[src/rtl/boot_ld_pkg.sv]
package boot_ld_pkg;

    typedef enum logic [1:0] {
        LD_IDLE  = 2'd0,
        LD_READ  = 2'd1,
        LD_WRITE = 2'd2,
        LD_HAND  = 2'd3
    } ld_state_e;

    localparam int unsigned BYTES_PER_WORD = 3;
    localparam int unsigned BYTE_W         = 8;
    localparam int unsigned PWORD_W        = BYTES_PER_WORD * BYTE_W;

endpackage

[src/rtl/boot_wait_timer.sv]
module boot_wait_timer #(
    parameter int unsigned WAIT_STATES = 15
) (
    input  logic clk,
    input  logic rst_n,
    input  logic load_i,
    input  logic en_i,
    output logic done_o
);
    localparam int unsigned CNT_W = (WAIT_STATES < 1) ? 1 : $clog2(WAIT_STATES + 1);

    typedef struct packed {
        logic [CNT_W-1:0] cnt;
    } tmr_t;

    tmr_t tmr_d, tmr_q;

    always_comb begin
        tmr_d = tmr_q;
        if (load_i) begin
            tmr_d.cnt = CNT_W'(WAIT_STATES);
        end else if (en_i && (tmr_q.cnt != '0)) begin
            tmr_d.cnt = tmr_q.cnt - 1'b1;
        end
    end

    always_ff @(posedge clk or negedge rst_n) begin
        if (!rst_n) tmr_q <= '0;
        else        tmr_q <= tmr_d;
    end

    assign done_o = (tmr_q.cnt == '0);

    AST_WAIT_BOUND: assert property (@(posedge clk) disable iff (!rst_n)
        32'(tmr_q.cnt) <= WAIT_STATES);

    AST_WAIT_COUNTS_DOWN: assert property (@(posedge clk) disable iff (!rst_n)
        (en_i && !load_i && !done_o) |=> (32'(tmr_q.cnt) < WAIT_STATES));
endmodule

[src/rtl/boot_byte_packer.sv]
module boot_byte_packer
    import boot_ld_pkg::*;
(
    input  logic               clk,
    input  logic               rst_n,
    input  logic               cap_i,
    input  logic [1:0]         lane_i,
    input  logic [BYTE_W-1:0]  byte_i,
    output logic [PWORD_W-1:0] word_o
);
    typedef struct packed {
        logic [BYTES_PER_WORD-1:0][BYTE_W-1:0] lane;
    } pk_t;

    pk_t pk_d, pk_q;

    always_comb begin
        pk_d = pk_q;
        for (int i = 0; i < int'(BYTES_PER_WORD); i++) begin
            if (cap_i && (32'(lane_i) == i)) pk_d.lane[i] = byte_i;
        end
    end

    always_ff @(posedge clk or negedge rst_n) begin
        if (!rst_n) pk_q <= '0;
        else        pk_q <= pk_d;
    end

    for (genvar g = 0; g < int'(BYTES_PER_WORD); g++) begin : g_lane
        assign word_o[g*BYTE_W +: BYTE_W] = pk_q.lane[g];
    end

    AST_LANE_IDX: assert property (@(posedge clk) disable iff (!rst_n)
        cap_i |-> (32'(lane_i) < BYTES_PER_WORD));

    AST_LANE_TAKEN: assert property (@(posedge clk) disable iff (!rst_n)
        (cap_i && lane_i == 2'd0) |=> (word_o[BYTE_W-1:0] == $past(byte_i)));
endmodule

[src/rtl/byte_boot_loader.sv]
module byte_boot_loader
    import boot_ld_pkg::*;
#(
    parameter int unsigned ADDR_W      = 16,
    parameter int unsigned PADDR_W     = 16,
    parameter int unsigned BASE_ADDR   = 16'hC000,
    parameter int unsigned NUM_WORDS   = 512,
    parameter int unsigned WAIT_STATES = 15
) (
    input  logic               clk,
    input  logic               rst_n,
    input  logic               start_i,
    input  logic               sw_boot_i,
    input  logic [7:0]         ext_data_i,
    output logic [ADDR_W-1:0]  ext_addr_o,
    output logic               ext_rd_o,
    output logic               pram_we_o,
    output logic [PADDR_W-1:0] pram_addr_o,
    output logic [23:0]        pram_data_o,
    output logic               busy_o,
    output logic               irq_mask_o,
    output logic               mode0_req_o
);
    localparam int unsigned ADDR_END  = BASE_ADDR + BYTES_PER_WORD * NUM_WORDS;
    localparam logic [PADDR_W-1:0] LAST_WORD = PADDR_W'(NUM_WORDS - 1);
    localparam logic [1:0] LAST_LANE = 2'(BYTES_PER_WORD - 1);

    typedef struct packed {
        ld_state_e          st;
        logic [ADDR_W-1:0]  baddr;
        logic [PADDR_W-1:0] word;
        logic [1:0]         lane;
    } ld_t;

    ld_t  ld_d, ld_q;
    logic tmr_load, tmr_done, cap;

    boot_wait_timer #(.WAIT_STATES(WAIT_STATES)) u_timer (
        .clk    (clk),
        .rst_n  (rst_n),
        .load_i (tmr_load),
        .en_i   (ld_q.st == LD_READ),
        .done_o (tmr_done)
    );

    boot_byte_packer u_packer (
        .clk    (clk),
        .rst_n  (rst_n),
        .cap_i  (cap),
        .lane_i (ld_q.lane),
        .byte_i (ext_data_i),
        .word_o (pram_data_o)
    );

    always_comb begin
        ld_d     = ld_q;
        tmr_load = 1'b0;
        cap      = 1'b0;
        unique case (ld_q.st)
            LD_IDLE: begin
                if (start_i || sw_boot_i) begin
                    ld_d.st    = LD_READ;
                    ld_d.baddr = ADDR_W'(BASE_ADDR);
                    ld_d.word  = '0;
                    ld_d.lane  = '0;
                    tmr_load   = 1'b1;
                end
            end
            LD_READ: begin
                if (tmr_done) begin
                    cap = 1'b1;
                    if (ld_q.lane == LAST_LANE) begin
                        ld_d.st   = LD_WRITE;
                        ld_d.lane = '0;
                    end else begin
                        ld_d.lane  = ld_q.lane + 1'b1;
                        ld_d.baddr = ld_q.baddr + 1'b1;
                        tmr_load   = 1'b1;
                    end
                end
            end
            LD_WRITE: begin
                if (ld_q.word == LAST_WORD) begin
                    ld_d.st = LD_HAND;
                end else begin
                    ld_d.st    = LD_READ;
                    ld_d.word  = ld_q.word + 1'b1;
                    ld_d.baddr = ld_q.baddr + 1'b1;
                    tmr_load   = 1'b1;
                end
            end
            LD_HAND: begin
                ld_d.st = LD_IDLE;
            end
            default: ld_d.st = LD_IDLE;
        endcase
    end

    always_ff @(posedge clk or negedge rst_n) begin
        if (!rst_n) begin
            ld_q <= '{st: LD_IDLE, baddr: '0, word: '0, lane: '0};
        end else begin
            ld_q <= ld_d;
        end
    end

    assign ext_rd_o    = (ld_q.st == LD_READ);
    assign ext_addr_o  = ext_rd_o ? ld_q.baddr : '0;
    assign pram_we_o   = (ld_q.st == LD_WRITE);
    assign pram_addr_o = ld_q.word;
    assign mode0_req_o = (ld_q.st == LD_HAND);
    assign busy_o      = (ld_q.st != LD_IDLE);
    assign irq_mask_o  = busy_o;

    AST_IDLE_QUIET: assert property (@(posedge clk) disable iff (!rst_n)
        !busy_o |-> (!ext_rd_o && ext_addr_o == '0 && !pram_we_o && !mode0_req_o));

    AST_RD_WINDOW: assert property (@(posedge clk) disable iff (!rst_n)
        ext_rd_o |-> (32'(ext_addr_o) >= BASE_ADDR && 32'(ext_addr_o) < ADDR_END));

    AST_ADDR_HELD: assert property (@(posedge clk) disable iff (!rst_n)
        (ext_rd_o && !tmr_done) |=> (ext_rd_o && $stable(ext_addr_o)));

    AST_WE_SINGLE: assert property (@(posedge clk) disable iff (!rst_n)
        pram_we_o |=> !pram_we_o);

    AST_WE_RANGE: assert property (@(posedge clk) disable iff (!rst_n)
        pram_we_o |-> (32'(pram_addr_o) < NUM_WORDS));

    AST_REQ_ENDS: assert property (@(posedge clk) disable iff (!rst_n)
        mode0_req_o |=> (!busy_o && !mode0_req_o));

    AST_MASK_HELD: assert property (@(posedge clk) disable iff (!rst_n)
        (busy_o && !mode0_req_o) |=> irq_mask_o);
endmodule

[config.mk]
export PLATFORM = sky130hd
export DESIGN_NAME = byte_boot_loader
export DESIGN_NICKNAME = d
export VERILOG_FILES = /design/src/rtl/boot_ld_pkg.sv /design/src/rtl/boot_wait_timer.sv /design/src/rtl/boot_byte_packer.sv /design/src/rtl/byte_boot_loader.sv
export SDC_FILE = /design/constraint.sdc
export NUM_CORES = 1
export LEC_CHECK = 0
export BUFFER_PORTS_ARGS = -buffer_cell sky130_fd_sc_hd__buf_2
export CAP_MARGIN = 40
export CELL_PAD_IN_SITES_DETAIL_PLACEMENT = 0
export CELL_PAD_IN_SITES_GLOBAL_PLACEMENT = 1
export CORE_ASPECT_RATIO = 0.6
export CORE_MARGIN = 1
export CORE_UTILIZATION = 35
export DETAILED_ROUTE_END_ITERATION = 12
export PLACE_DENSITY_LB_ADDON = 0.1
export SLEW_MARGIN = 20
export SYNTH_ARGS = -nofsm -noshare
export SYNTH_HDL_FRONTEND = slang
export SYNTH_HIERARCHICAL = 1
export SYNTH_SLANG_ARGS = --single-unit
export TNS_END_PERCENT = 50
[constraint.sdc]
create_clock -name clk -period 3.2 [get_ports clk]
set_clock_uncertainty 0.2 [all_clocks]
set_input_delay 0.64 -clock clk [delete_from_list [all_inputs] [get_ports clk]]
set_output_delay 0.64 -clock clk [all_outputs]
set_load 0.02 [all_outputs]
==> impl_results.md, run 1 <==
* Final wirelength at 9590 um
* EDFF count, synth at 0
* Hpwl dp at 7040 um
* Pint at 0.00219 W
* Clock power share at 31.0%
* Critical Path Start Type: flip-flop
* Row cnt at 29
* Clk slew on worst S/H paths at 0.05 ns
* Number of clock sinks at 64
* Library cells used by synthesis at 61
* Clk_lat worst skew at 0.33 ns
* Psw at 0.00138 W
* Max-cap violations at 0
* Mapped cell area at 3850 sq um
* Pleak at 2.07 nW
* Post-synthesis async set-or-reset flop share at 100%
* Port-buffer cells at 72
* Most frequent cells in the layout: buf_2, dfrtp_1, inv_1
* Crit path required time at 3.21 ns
* Max_slew headroom at 49.6%
* R2R Path Start: u_timer/tmr_q[0]
* Setup bufs post-CTS at 0
* Top post-synthesis cells by area: dfrtp_1, mux2_2, a221oi_2
* Power density cells at 780 nW/um^2
* Drt pass-1 iters at 4
* Die Area at 11500 sq um
* Final Power at 0.00357 W
* Core region area at 10600 sq um
* Die H at 83.3 um
* Initial Util at 36.3%
* Crit path DAT at 2.70 ns
* Cts hold-fix bufs at 0
* Crit Path Category: flip-flop to flip-flop
* Gpl congestion at 0.794
* Number of buffers created by CTS at 9
* Final nets at 450
* Final setup violation count at 0
* Number of global-route vias before repair at 2907
* Final hold violation count at 0
* Vias per cell at 5.37
* Post-synthesis cell count at 374
* Synth Area per Inst at 10.3 sq um
* Pin count of the biggest net entering global routing at 36
* Syn_nets at 394
* DRT antenna net count at 0
* Post-route setup TNS at 0 ns
* Net Sw Frac at 38.7%
* Worst Tran Pin Value at 0.755 ns
* Worst vdd ir at 0.435 mV
* Final Core Density at 43.1%
* Via count at 3084
* # DRC at 0
* Yosys top cell by area: dfrtp_1
* Slew Limit Fails at 0
* PostCTS Resize Cnt at 0
* First-pass GRT wire length at 15900 um
* Minimum clock period at 2.69 ns
* HP Class: input pin to asynchronous set/reset pin
* GRT Util Overall at 17.9%
* CTS H-tree lvls at 3
* Worst-path fanout max at 16
* Worst reg2reg setup slack at 0.51 ns
* R2R depth at 8
* FF-to-FF End: ld_q[30]
* Share of cells above drive strength 1 at 33.1%
* ANT cells at 0
* Root Buffer: clkbuf_16
* Flop pwr share at 27.6%
* Outcome: finished, final reports clean
* CP endpoint kind: flip-flop
* Worst slack, placed at 0.521 ns
* Combinational power share at 41.3%
* RSZ-0062 raised after global routing: no
* Die W at 137 um
* Area Overhead vs Synth at 19.0%
* Syn. warnings at 6
* Synth top area share at 41.5%
* Hold_ws at 0.180 ns
* CTS tree: built
* Period utilization at 83.9%
* Total grt overflow at 0
* FMAX at 372 MHz
* Longest Clk Path Bufs at 2
* Worst setup margin at 0.514 ns
* #FFs+latches synth at 64
* Commonest non-fill, non-tap cell in the layout: buf_2
* Primary FF master, synth: dfrtp_1
* DRT iter0 DRCs at 148
* Initial antenna violation count at 0
* Ports at 73
* Wire length per cell at 16.7 um
* Seq/Total Area, Yosys at 41.5%
==> routing by layer <==
layer	vias up	part of all wire [%]	GRT usage, %
met3	5	4.8	4.58
li1	1501	-	-
met4	0	0.57	3.60
met1	1512	56	29.4
met5	-	0	0
met2	66	39	22.7
==> worst max-delay path, stage by stage (launching register included) <==
cell     delay (ns)
dfrtp_1        0.39
inv_1          0.08
ha_1           0.16
nor3b_1        0.36
nor2b_1        0.17
or4b_1         0.50
buf_4          0.23
a221o_1        0.27
a32o_1         0.20
==> Yosys cell counts (all sizes together) (2+ instances only) <==
master   number
mux2         24
o21ai        10
o221ai        2
a22o          4
and3          5
nor3b         4
a31oi         2
nor2         11
or4           5
nor4          2
a21oi         3
nor2b         7
ha            8
dfrtp        64
a221oi       20
o22ai        13
a221o         3
buf          31
a21o          4
and4          6
inv          29
xnor2         2
and2         21
or4b          2
nand3b        4
o2111ai       4
clkbuf        7
nand2b        6
nand4        15
nand3        15
or3           2
mux2i         6
a211o         2
nand2        16
a32o          3
==> worst max path at each step <==
stage                     start       end  cells after the start
2_1_floorplan  u_timer/tmr_q[0]  ld_q[30]                      8
3_3_place_gp   u_timer/tmr_q[0]  ld_q[30]                      8
3_5_place_dp   u_timer/tmr_q[0]  ld_q[30]                      8
4_1_cts        u_timer/tmr_q[0]  ld_q[30]                      8
5_1_grt        u_timer/tmr_q[0]  ld_q[28]                      8
6_report       u_timer/tmr_q[0]  ld_q[30]                      8
==> kinds of logic after synthesis <==
| family | count (synthesis) | share of synthesized area [%] |
|---|---|---|
| adders and majority gates | 8 | 2.60 |
| AOI/OAI and AO/OA | 77 | 17.3 |
| muxes | 30 | 8.57 |
| xor gates and xnor gates | 2 | 0.454 |
| buffers and inverters | 67 | 8.93 |
| DFF | 64 | 41.5 |
| and+or+nand+nor | 126 | 20.6 |
==> power groups by stage <==
stage,registers [W],logic (W),clock network [W]
finish,0.000988,0.00148,0.00111
global route,0.00100,0.00163,0.00117
CTS,0.000988,0.00148,0.00114
detailed placement,0.00100,0.00148,0
global placement,0.00100,0.00147,0
floorplan,0.000987,0.00112,0
==> final cells by class <==
cell class | count | area [sq um]
fill | 1091 | 6050
sequential | 64 | 1600
tap | 139 | 174
clock buffer | 10 | 229
clock inverter | 6 | 108
timing repair buffer | 83 | 455
inverter | 29 | 109
multi-input combinational | 243 | 1910
==> registers in the layout, indices dropped and copies added (netlist names) <==
name             flops
ld_q                20
pram_addr_o         16
u_packer/word_o     24
u_timer/tmr_q        4
==> through the flow <==
step | area [sq um] | std cells
2_1_floorplan | 3850 | 374
3_3_place_gp | 4250 | 558
3_5_place_dp | 4250 | 558
4_1_cts | 4590 | 574
5_1_grt | 4590 | 574
6_report | 4590 | 574
Power figures use the tool's default switching activity.
==> run 2, diff against run 1 <==
--- a/config.mk
+++ b/config.mk
@@ -5,6 +5,7 @@
 export SDC_FILE = /design/constraint.sdc
 export NUM_CORES = 1
 export LEC_CHECK = 0
+export ABC_AREA = 1
 export BUFFER_PORTS_ARGS = -buffer_cell sky130_fd_sc_hd__buf_2
 export CAP_MARGIN = 40
 export CELL_PAD_IN_SITES_DETAIL_PLACEMENT = 0
==> constraint.sdc (replaced) <==
create_clock -name clk -period 2.51 [get_ports clk]
set_clock_uncertainty 0.2 [all_clocks]
set_input_delay 0.502 -clock clk [delete_from_list [all_inputs] [get_ports clk]]
set_output_delay 0.502 -clock clk [all_outputs]
set_load 0.02 [all_outputs]
==> run 2 against run 1 <==
Effect of this change:
- final area rose by 2.9%
- first-iteration DRC count rose by 64%
- clock-buffer cell count fell by 1
- synthesized cell count rose by 39%
- die area rose by 2.7%
- hold slack improved by 0.083 ns
- critical endpoint is now ext_addr_o[10]
- largest power group unchanged
- sequential share of layout area fell by 0.97 points
- sequential power rose by 37%
- sequential cell count did not move
- routed wire length rose by 4.6%
==> impl_results.md, run 2 <==
* Count leader, synth: nand2_1 (was dfrtp_1)
* Slowest CP cell: dfrtp_1 (was or4b_1)
* Vias per cell at 4.61 (was 5.37)
* Post-synthesis async set-or-reset flop share at 100% (unchanged)
* Number of clock sinks at 64 (unchanged)
* Number of global-route vias before repair at 3098 (was 2907)
* Area Overhead vs Synth at 19.1% (was 19.0%)
* Crit Path Category: flip-flop to output port (was flip-flop to flip-flop)
* Final nets at 602 (was 450)
* Crit path DAT at 1.67 ns (was 2.70 ns)
* Most used cell, CP: inv_1
* Gpl congestion at 0.833 (was 0.794)
* Core region area at 10800 sq um (was 10600 sq um)
* Slew Limit Fails at 0 (unchanged)
* First-pass GRT wire length at 16600 um (was 15900 um)
* Crit path required time at 1.81 ns (was 3.21 ns)
* GRT Util Overall at 18.4% (was 17.9%)
* Final hold violation count at 0 (unchanged)
* Primary FF master, synth: dfrtp_1 (unchanged)
* CP endpoint kind: output port (was flip-flop)
* Commonest non-fill, non-tap cell in the layout: nand2_1 (was buf_2)
* Top post-synthesis cells by area: dfrtp_1, nand2_1, inv_1 (was dfrtp_1, mux2_2, a221oi_2)
* Top cells by count, synth: nand2_1, dfrtp_1, inv_1 (was dfrtp_1, inv_1, mux2_2)
* FMAX at 421 MHz
* Syn. warnings at 6 (unchanged)
* Hpwl dp at 7490 um (was 7040 um)
* Worst Path Buf+Inv at 4 (was 2)
* Synth Area per Inst at 7.64 sq um (was 10.3 sq um)
* EDFF count, synth at 0 (unchanged)
* Drt pass-1 iters at 5 (was 4)
* Initial Util at 36.7% (was 36.3%)
* Synth top area share at 40.4% (was 41.5%)
* Final wirelength at 10000 um (was 9590 um)
* Longest Clk Path Bufs at 2 (unchanged)
* Yosys top cell by area: dfrtp_1 (unchanged)
* Worst vdd ir at 0.436 mV (was 0.435 mV)
* Placed cell area at 4330 sq um (was 4250 sq um)
* CP delay by family, top: buffers and inverters (was simple AND/OR/NAND/NOR gates)
* Pin count of the biggest net entering global routing at 65 (was 36)
* Port-buffer cells at 72 (unchanged)
* Max-cap violations at 0 (unchanged)
* Post-route setup TNS at 0 ns (unchanged)
* Setup bufs post-CTS at 0 (unchanged)
* Total grt overflow at 0 (unchanged)
* Root Buffer: clkbuf_16 (unchanged)
* Critical Path Start Type: flip-flop (unchanged)
* Die W at 139 um (was 137 um)
* # DRC at 0 (unchanged)
* Most frequent cells in the layout: nand2_1, buf_2, dfrtp_1 (was buf_2, dfrtp_1, inv_1)
* CTS H-tree lvls at 3 (unchanged)
* #FFs+latches synth at 64 (unchanged)
* ANT cells at 0 (unchanged)
* Max reg flops at 24 (unchanged)
* Row cnt at 29 (unchanged)
* Max_slew headroom at 75.3% (was 49.6%)
* Number of buffers created by CTS at 9 (unchanged)
* CTS tree: built (unchanged)
* Post-synthesis cell count at 518 (was 374)
* Final setup violation count at 0 (unchanged)
* Die Area at 11800 sq um (was 11500 sq um)
* Ports at 73 (unchanged)
* Mapped cell area at 3960 sq um (was 3850 sq um)
* Post-route cell area at 4720 sq um (was 4590 sq um)
* Via count at 3349 (was 3084)
* Wire length per cell at 13.8 um (was 16.7 um)
* DRT antenna net count at 0 (unchanged)
* Max stage delay on crit path at 0.41 ns (was 0.50 ns)
* Pleak at 2.35 nW (was 2.07 nW)
* Die H at 84.4 um (was 83.3 um)
* HP Class: flip-flop to flip-flop (was input pin to asynchronous set/reset pin)
* Clk_lat worst skew at 0.33 ns (about the same)
* DRT iter0 DRCs at 243 (was 148)
* Power density cells at 1000 nW/um^2 (was 780 nW/um^2)
* Worst-path fanout max at 17 (was 16)
* Library cells used by synthesis at 29 (was 61)
* Seq/Total Area, Yosys at 40.4% (was 41.5%)
* CP Cell Sequence: inv_1 -> ha_2 -> buf_6 -> nand2_1 -> inv_1 -> buf_2 (was inv_1 -> ha_1 -> nor3b_1 -> nor2b_1 -> or4b_1 -> buf_4 -> a221o_1 -> a32o_1)
* Minimum clock period at 2.37 ns
* Period utilization at 94.6%
* Clk slew on worst S/H paths at 0.06 ns (was 0.05 ns)
* Outcome: finished, final reports clean (unchanged)
* Initial antenna violation count at 0 (unchanged)
* Worst Tran Pin Value at 0.371 ns (was 0.755 ns)
* Syn_nets at 538 (was 394)
* FILL cells at 1084 (was 1091)
* RSZ-0062 raised after global routing: no (unchanged)
* Share of cells above drive strength 1 at 24.4% (was 33.1%)
==> run 2: cell count changes after synthesis, moves of 9 or more <==
cell	before	now
nand3_1	15	39
o22ai_1	13	0
nor2_1	11	32
mux2_2	24	0
and2_1	20	0
a221oi_2	11	0
a221oi_1	9	0
o21ai_2	0	17
inv_1	29	53
nand2_1	16	186
==> run 2: layout make-up <==
class	instances	area, sq um	share of cell area, %
Inverter	58	218	4.62
Timing Repair Buffer	82	454	9.63
Tap cell	139	174	3.69
Multi-Input combinational cell	367	1900	40.3
Clock inverter	7	144	3.05
Clock buffer	9	225	4.77
Sequential cell	64	1600	34.0
==> run 2: cells by family after synthesis <==
| family | after synthesis | synth area share [%] |
|---|---|---|
| AND/OR/NAND/NOR | 307 | 35.9 |
| AO/OA/AOI/OAI | 41 | 7.08 |
| adder cells (fa/ha/maj) | 8 | 2.53 |
| flip-flops | 64 | 40.4 |
| buffers and inverters | 87 | 11.6 |
| XOR/XNOR | 11 | 2.43 |
==> run 2: timing repair <==
item	CTS	global route
cloned	0	0
hold buffers	1	0
endpoints found under the hold margin	6	0
setup endpoints to repair	14	14
gates resized for setup	1	1
==> run 2: metrics by stage <==
| step | util (%) | hold slack, ns | cells | setup slack, ns | total power, W |
|---|---|---|---|---|---|
| finish | 43.8 | 0.263 | 726 | 0.137 | 0.00472 |
| global route | 43.8 | 0.272 | 726 | 0.00369 | 0.00507 |
| CTS | 43.7 | 0.250 | 726 | 0.0452 | 0.00478 |
| detailed placement | 40.2 | 0.254 | 709 | 0.320 | 0.00319 |
| global placement | 40.2 | 0.250 | 709 | 0.406 | 0.00318 |
| floorplan | - | 0.00641 | 518 | 0.190 | 0.00279 |
==> run 2: worst register-to-register path: stages (launching register included) <==
cell,delay [ns]
dfrtp_1,0.37
inv_1,0.12
ha_1,0.26
nand3_4,0.11
inv_1,0.08
o21ai_1,0.11
nor2_2,0.20
nand3_2,0.33
o21ai_0,0.26
==> run 2: report_power, final <==
group	leakage, nW	switching [W]	total, W	internal (W)
Sequential	0.746	0.000144	0.00135	0.00121
Combinational	1.43	0.00128	0.00181	0.000530
Clock	0.172	0.000477	0.00155	0.00107
==> run 2: final timing paths <==
check / start / endpoint / slack, ns / cells past startpoint
setup / recovery: ld_q[35] / ext_addr_o[10] / 0.14 / 6
hold / removal: u_packer/word_o[22] / u_packer/word_o[22] / 0.26 / 2
setup reg to reg: u_timer/tmr_q[0] / ld_q[29] / 0.39 / 8
hold reg to reg: u_packer/word_o[22] / u_packer/word_o[22] / 0.26 / 2
max in group asynchronous: rst_n / u_packer/word_o[19] / 1.29 / 3
min in group asynchronous: rst_n / pram_addr_o[0] / 0.51 / 3
==> run 2: layer usage <==
metal	up-vias	GRT usage (%)	wire length, um
met1	1517	29.9	5720
met3	2	4.34	489
met2	65	23.0	3770
met4	0	5.45	42
li1	1765	-	-
met5	-	0	0
